--- src/rtl/acc_alu.sv ---
module acc_alu (
  input  logic       clk,
  input  logic       rst_n,
  input  logic       in_valid,
  input  logic [3:0] op,
  input  logic [7:0] acc_in,
  input  logic [7:0] opnd_in,
  input  logic [4:0] flags_in,
  output logic [7:0] res_out,
  output logic [4:0] flags_out,
  output logic       out_valid
);
  localparam logic [3:0] OP_ADD = 4'd0,  OP_ADC = 4'd1,  OP_SUB = 4'd2,  OP_SBB = 4'd3;
  localparam logic [3:0] OP_AND = 4'd4,  OP_XOR = 4'd5,  OP_OR  = 4'd6,  OP_CMP = 4'd7;
  localparam logic [3:0] OP_CMA = 4'd8,  OP_STC = 4'd9,  OP_CMC = 4'd10, OP_RLC = 4'd11;
  localparam logic [3:0] OP_RRC = 4'd12, OP_RAL = 4'd13, OP_RAR = 4'd14, OP_DAA = 4'd15;

  wire       cy     = flags_in[0];
  wire       ac     = flags_in[2];
  wire       is_sub = (op == OP_SUB) || (op == OP_SBB) || (op == OP_CMP);
  wire [7:0] bx     = is_sub ? ~opnd_in : opnd_in;
  wire       cin    = is_sub ? ~((op == OP_SBB) & cy) : ((op == OP_ADC) & cy);
  wire [8:0] sum9   = {1'b0, acc_in} + {1'b0, bx} + {8'd0, cin};
  wire [4:0] nib    = {1'b0, acc_in[3:0]} + {1'b0, bx[3:0]} + {4'd0, cin};
  wire       ar_cy  = is_sub ? ~sum9[8] : sum9[8];

  wire       lo_fix = (acc_in[3:0] > 4'd9) | ac;
  wire [4:0] lo_nib = {1'b0, acc_in[3:0]} + (lo_fix ? 5'd6 : 5'd0);
  wire [8:0] t9     = {1'b0, acc_in} + (lo_fix ? 9'd6 : 9'd0);
  wire       hi_fix = (t9[7:4] > 4'd9) | t9[8] | cy;
  wire [7:0] daa_r  = t9[7:0] + (hi_fix ? 8'h60 : 8'h00);

  logic [7:0] r;
  logic [4:0] f;

  function automatic logic [4:0] szp(input logic [7:0] v, input logic a, input logic c);
    return {v[7], (v == 8'h00), a, ~^v, c};
  endfunction

  always_comb begin
    r = acc_in;
    f = flags_in;
    case (op)
      OP_ADD, OP_ADC, OP_SUB, OP_SBB: begin
        r = sum9[7:0];
        f = szp(sum9[7:0], nib[4], ar_cy);
      end
      OP_CMP: f = szp(sum9[7:0], nib[4], ar_cy);
      OP_AND: begin r = acc_in & opnd_in; f = szp(r, 1'b1, 1'b0); end
      OP_XOR: begin r = acc_in ^ opnd_in; f = szp(r, 1'b0, 1'b0); end
      OP_OR:  begin r = acc_in | opnd_in; f = szp(r, 1'b0, 1'b0); end
      OP_CMA: r = ~acc_in;
      OP_STC: f[0] = 1'b1;
      OP_CMC: f[0] = ~cy;
      OP_RLC: begin r = {acc_in[6:0], acc_in[7]}; f[0] = acc_in[7]; end
      OP_RRC: begin r = {acc_in[0], acc_in[7:1]}; f[0] = acc_in[0]; end
      OP_RAL: begin r = {acc_in[6:0], cy};        f[0] = acc_in[7]; end
      OP_RAR: begin r = {cy, acc_in[7:1]};        f[0] = acc_in[0]; end
      OP_DAA: begin r = daa_r; f = szp(daa_r, lo_nib[4], hi_fix); end
      default: ;
    endcase
  end

  always_ff @(posedge clk or negedge rst_n) begin
    if (!rst_n) begin
      res_out   <= 8'h00;
      flags_out <= 5'd0;
      out_valid <= 1'b0;
    end else begin
      out_valid <= in_valid;
      if (in_valid) begin
        res_out   <= r;
        flags_out <= f;
      end
    end
  end


  valid_follow_chk: assert property (@(posedge clk) disable iff (!rst_n)
    in_valid |=> out_valid);

  idle_hold_chk: assert property (@(posedge clk) disable iff (!rst_n)
    !in_valid |=> (!out_valid && $stable(res_out) && $stable(flags_out)));

  logic_carry_chk: assert property (@(posedge clk) disable iff (!rst_n)
    (in_valid && (op == OP_AND || op == OP_OR || op == OP_XOR)) |=> !flags_out[0]);

  cmp_keep_chk: assert property (@(posedge clk) disable iff (!rst_n)
    (in_valid && op == OP_CMP) |=> (res_out == $past(acc_in)));

  cma_flags_chk: assert property (@(posedge clk) disable iff (!rst_n)
    (in_valid && op == OP_CMA) |=> (flags_out == $past(flags_in)));

  rot_flags_chk: assert property (@(posedge clk) disable iff (!rst_n)
    (in_valid && op >= OP_RLC && op <= OP_RAR) |=> (flags_out[4:1] == $past(flags_in[4:1])));
endmodule

--- config.mk ---
export PLATFORM = sky130hd
export DESIGN_NAME = acc_alu
export DESIGN_NICKNAME = d
export VERILOG_FILES = /design/src/rtl/acc_alu.sv
export SDC_FILE = /design/constraint.sdc
export NUM_CORES = 1
export LEC_CHECK = 0
export CORE_MARGIN = 1.5
export CORE_UTILIZATION = 40
export CTS_CLUSTER_SIZE = 8
export DETAILED_ROUTE_END_ITERATION = 7
export GPL_ROUTABILITY_DRIVEN = 0
export HOLD_SLACK_MARGIN = 0.02
export PLACE_DENSITY_LB_ADDON = 0.08
export SYNTH_ARGS = -nofsm -noshare
export SYNTH_HDL_FRONTEND = slang
export SYNTH_SLANG_ARGS = --single-unit
--- constraint.sdc ---
create_clock -name clk -period 0.8 [get_ports clk]
set_input_delay 0.24 -clock clk [delete_from_list [all_inputs] [get_ports clk]]
set_output_delay 0.24 -clock clk [all_outputs]
set_load 0.005 [all_outputs]
* Yosys cells after proc, flatten, opt, wreduce, memory -nomap -nowiden
Index checks and enable logic that the tools add are counted.
** Cells by class
- Add/subtract/negate cells :: 7
- Multiply operators :: 0
- Divide/modulo/power cells :: 0
- Magnitude comparators :: 2
- Equal/unequal tests :: 15
- Shift operators :: 0
- Multiplexer cells :: 9
- Bitwise gates (word level) :: 13
- Reductions and logical operators :: 18
** Operators by type and width (count)
- $pmux W8 S10 :: 1
- $logic_not A8 Y1 :: 5
- $reduce_xnor A8 Y1 :: 5
- $eq A4 B4 Y1 const B :: 8
- $pmux W4 S5 :: 1
- $eq A4 B3 Y1 const B :: 4
- $not A8 Y8 :: 2
- $add A8 B3 Y9 :: 1
- $add A8 B8 Y9 :: 1
- $add A9 B1 Y9 :: 1
- $add A8 B7 Y8 :: 1
- $and A8 B8 Y8 :: 1
- $eq A4 B2 Y1 const B :: 2
- $gt A4 B4 Y1 const B :: 2
- $mux W8 :: 1
- $or A8 B8 Y8 :: 1
- $xor A8 B8 Y8 :: 1
- $mux W7 :: 1
- $pmux W1 S7 :: 1
- $mux W3 :: 2
- $add A4 B3 Y5 :: 1
- $add A4 B4 Y5 :: 1
- $add A5 B1 Y5 :: 1
- $reduce_or A5 Y1 :: 1
- other kinds (10) :: 18
** Word-level totals
- Bits in registers :: 14
- Latch bits :: 0
- RAM bits :: 0
- ROM bits :: 0
- Input port bits :: 28
- Output and inout bits :: 14
- Word-level logic and storage cells :: 67
- Memories kept :: 0

* Depth between registers and ports, before layout
- Depth after elaboration :: 11
- Mapped depth :: 20
- Mapped depth without buffers :: 19

* Least setup slack after synthesis
Ideal clock, no wire load.
- Path type :: input to register
- From :: input acc_in[3]
- To :: register flags_out[1]
- Setup time :: 0.131 ns
- Arrival time :: 3.605 ns
- Data required time :: 0.669 ns
- Slack :: -2.936 ns
- Stages on the path :: 19
- Path buffers :: 1
- Path through :: buf_4 > o21ai_0 > nand2b_1 > ha_1 > fa_1 > a311o_1 > o311a_1 > or3_4 > ha_1 > inv_1 > fa_1 > xor2_1 > xnor2_1 > inv_1 > ha_1 > xor2_1 > xnor2_1 > a32oi_1 > a31oi_1
** Between the ends
- Cells in the longest elaborated chain, start to end :: 11
- Elaborated cells on any way between the ends :: 20
- Classes of those cells :: add/sub (4); order compare (2); mux (3); bitwise (6); reduce/logical (5)
** Ends and longest elaborated chain
- start: declaration :: line 6 : input logic [7:0] acc_in,
- $gt A4 B4 Y1 :: line 27 : wire lo_fix = (acc_in[3:0] > 4'd9) | ac;
- $or A1 B1 Y1 :: line 27
- $mux W3 :: line 29 : wire [8:0] t9 = {1'b0, acc_in} + (lo_fix ? 9'd6 : 9'd0);
- $add A8 B3 Y9 :: line 29
- $gt A4 B4 Y1 :: line 30 : wire hi_fix = (t9[7:4] > 4'd9) | t9[8] | cy;
- $or A1 B1 Y1 (2 in a row) :: line 30
- $mux W7 :: line 31 : wire [7:0] daa_r = t9[7:0] + (hi_fix ? 8'h60 : 8'h00);
- $add A8 B7 Y8 :: line 31
- $reduce_xnor A8 Y1 :: line 37 : return {v[7], (v == 8'h00), a, ~^v, c};
- $pmux W4 S5 (*) :: line 43 : case (op)
- end signal: assignment :: line 67 : flags_out <= 5'd0;
- end signal: assignment :: line 73 : flags_out <= f;
- end: declaration :: line 10 : output logic [4:0] flags_out,
Mark *: on every way between the ends. The rest lies on a longest branch, timed or not.
A chain may end at the register's enable or synchronous reset.

* Final worst setup path
- From :: input acc_in[2]
- To :: register flags_out[1]
The elaborated chain is that of the path after synthesis.

==> impl_metrics.sql <==
INSERT INTO impl_metrics (metric_group, metric, value, unit) VALUES
('cells_and_area', 'nets', '622', ''),
('floorplan', 'chipHeight', '90.3', 'um'),
('pwr', 'power.density_cell_area', '1250', 'mW/mm2'),
('critical_path', 'path_class', 'input port to register', ''),
('sta', 'timing.final.setup_violations', '27', ''),
('synth', 'syn-instance-count', '379', ''),
('sta', 'final-hold-violation-count', '0', ''),
('sta', 'worstMarginPinSlew', '0.452', 'ns'),
('cells_and_area', 'area_growth', '58.2', '%'),
('floorplan', 'die-area', '0.00815', 'mm2'),
('critical_path', 'timing.critical_path.arrival', '3.52', 'ns'),
('place', 'dp_slack', '-3.38', 'ns'),
('grt', 'overflow', '0', ''),
('cts', 'number_of_buffers_created_by_cts', '3', ''),
('critical_path', 'timing.critical_path.slowest_stage_cell', 'or3_4', ''),
('synth', 'synth_area_leader_cell', 'ha_1', ''),
('drt', 'route.detailed.vias_per_inst', '5.53', ''),
('place', 'placed_cell_area', '0.00446', 'mm2'),
('grt', 'globalRouteMet1Util', '0.365', ''),
('sta', 'finalWorstSetupSlack', '-2.60', 'ns'),
('run_status', 'status', 'finished, violations left', ''),
('sta', 'grt_setup_unrepaired', 'yes', ''),
('sta', 'clock.fmax', '0.294', 'GHz'),
('pwr', 'clock_power_share', '0.114', ''),
('synth', 'mappedNetlistNets', '457', ''),
('synth', 'synth_top_cells_by_count', '48 x inv_1, 46 x ha_1, 26 x xnor2_1', ''),
('critical_path', 'crit_required', '0.92', 'ns'),
('run', 'maxCapViolations', '0', ''),
('critical_path', 'reg2reg_depth', '5', ''),
('drt', 'detail-route-antenna-nets', '0', ''),
('synth', 'most_common_cell_in_the_synthesized_netlist', 'inv_1', ''),
('cts', 'clock_tree_from_tritoncts', 'yes', ''),
('floorplan', 'design.portCount', '42', ''),
('pwr', 'power_report.internal_total', '3640', 'uW'),
('place', 'placed_wire_length_estimate', '9040', 'um'),
('synth', 'synth_seq_cells', '14', ''),
('synth', 'yosysSeqAreaShare', '0.115', ''),
('pwr', 'power_leakage', '0.00227', 'uW'),
('drt', 'finalWirelength', '11700', 'um'),
('grt', 'grt_start_max_net_pins', '44', ''),
('pwr', 'seqPwrFrac', '0.150', ''),
('sta', 'hold-worst-slack', '0.326', 'ns'),
('cts', 'clk_path_buf_depth', '2', ''),
('cts', 'worst_skew_pair.late_latency', '0.25', 'ns'),
('pwr', 'switching_share', '0.397', ''),
('critical_path', 'worst-path-max-fanout', '3', ''),
('drt', 'first_pass_iters', '5', ''),
('cts', 'ctsHtreeMaxLevel', '1', ''),
('synth', 'synthTopCellsByArea', 'ha_1 19%, dfrtp_1 11%, xnor2_1 7.5%', ''),
('critical_path', 'crit_path_cell_trace', 'buf_8 -> o21ai_4 -> nand2b_4 -> ha_4 -> fa_2 -> a311o_1 -> o311a_1 -> or3_4 -> ha_4 -> inv_2 -> fa_2 -> xor2_1 -> xnor2_1 -> inv_1 -> ha_4 -> xor2_2 -> xnor2_1 -> a32oi_1 -> a31oi_1', ''),
('pwr', 'worst_ir_drop_vdd', '0.677', 'mV'),
('sta', 'fin_crit_sh', '4.25', ''),
('grt', 'use_met3', '0.0404', ''),
('synth', 'ys_warn_count', '0', ''),
('cells_and_area', 'fraction_of_final_layout_cells_sized_beyond_drive_strength_1', '0.424', ''),
('critical_path', 'worst_r2r_startpoint', 'flags_out[4]', ''),
('critical_path', 'setup.worst_path.end_class', 'register', ''),
('critical_path', 'crit_family', 'adder cells', ''),
('drt', 'drt-wirelength-per-cell', '18.2', 'um'),
('critical_path', 'cp-start-kind', 'input port', ''),
('critical_path', 'reg2reg_to', 'flags_out[4]', ''),
('synth', 'synthesis.area_per_instance', '8.04', 'um2'),
('cells_and_area', 'antenna-diode-count', '0', ''),
('run_status', 'failed_checks', 'negative setup slack', ''),
('sta', 'layout_min_cycle_time', '3.40', 'ns'),
('sta', 'maxSlewHeadroom', '0.699', ''),
('floorplan', 'placement_rows', '31', ''),
('critical_path', 'cp_slowest_stage_delay', '0.40', 'ns'),
('cells_and_area', 'stdcell_count', '642', ''),
('floorplan', 'core-area', '0.00729', 'mm2'),
('synth', 'synth_cell_types', '70', '');
## layout by cell type, fill, tap and decap left out, types with 9 or more instances in the layout
| cell | instances |
|---|---|
| buf_4 | 130 |
| inv_1 | 46 |
| ha_1 | 43 |
| xnor2_1 | 23 |
| buf_2 | 19 |
| o22ai_1 | 16 |
| clkdlybuf4s50_1 | 16 |
| nand2_1 | 15 |
| nor2_1 | 15 |
| dfrtp_1 | 14 |
| o21ai_0 | 12 |
| buf_6 | 11 |
| a21oi_2 | 9 |
| nor3_1 | 9 |
| a21oi_1 | 9 |
## cell type report
cell class | instances | area [um2] | share of cell area
clock buffer | 4 | 55.1 | 0.0114
inverter | 49 | 189 | 0.0392
multi-input combinational | 293 | 2660 | 0.551
sequential | 14 | 350 | 0.0727
tap | 99 | 124 | 0.0257
timing repair buffer | 183 | 1450 | 0.300
## cells by family after synthesis
group,synth area share
buf+inv,0.121
xor+xnor,0.0977
fa+ha+maj,0.215
flops,0.115
compound gates,0.274
mux,0.0172
simple gates,0.159
## registers in the layout, summed over array words and instances (netlist names)
| name | count |
|---|---|
| flags_out | 5 |
| out_valid | 1 |
| res_out | 8 |
## routing by layer
layer	routed length, um	up-vias
li1	-	1711
met1	5070	1632
met5	0	-
met4	659	0
met3	759	53
met2	5190	156
## what timing repair did
action,CTS,global route
pin swaps,42,32
hold buffers,0,0
buffers inserted,10,3
gates cloned,0,0
gates resized for setup,138,21
endpoints found under the setup margin,28,27
## power by group through the flow
stage | clock network [uW] | logic, uW | registers [uW]
2_1_floorplan | 0 | 2190 | 924
3_3_place_gp | 0 | 3930 | 916
3_5_place_dp | 0 | 3980 | 923
4_1_cts | 685 | 4200 | 902
5_1_grt | 717 | 4800 | 916
6_report | 685 | 4440 | 903
## how the worst max path moves through the flow
stage                          from           end  cells after the start
after floorplan           acc_in[3]  flags_out[1]                     19
after global placement    acc_in[1]  flags_out[1]                     19
after detailed placement  acc_in[1]  flags_out[1]                     19
after CTS                 acc_in[1]  flags_out[1]                     19
after global routing      acc_in[2]  flags_out[1]                     19
final                     acc_in[2]  flags_out[1]                     19
## through the flow
stage          utilization  power, uW  TNS (ns)
6_report             0.661       6030    -27.16
5_1_grt              0.661       6440    -28.64
4_1_cts              0.643       5790    -28.13
3_5_place_dp         0.612       4910    -38.55
3_3_place_gp         0.612       4850    -37.67
2_1_floorplan            -       3110    -25.16
Note: power is estimated with default switching activity, not from simulation.
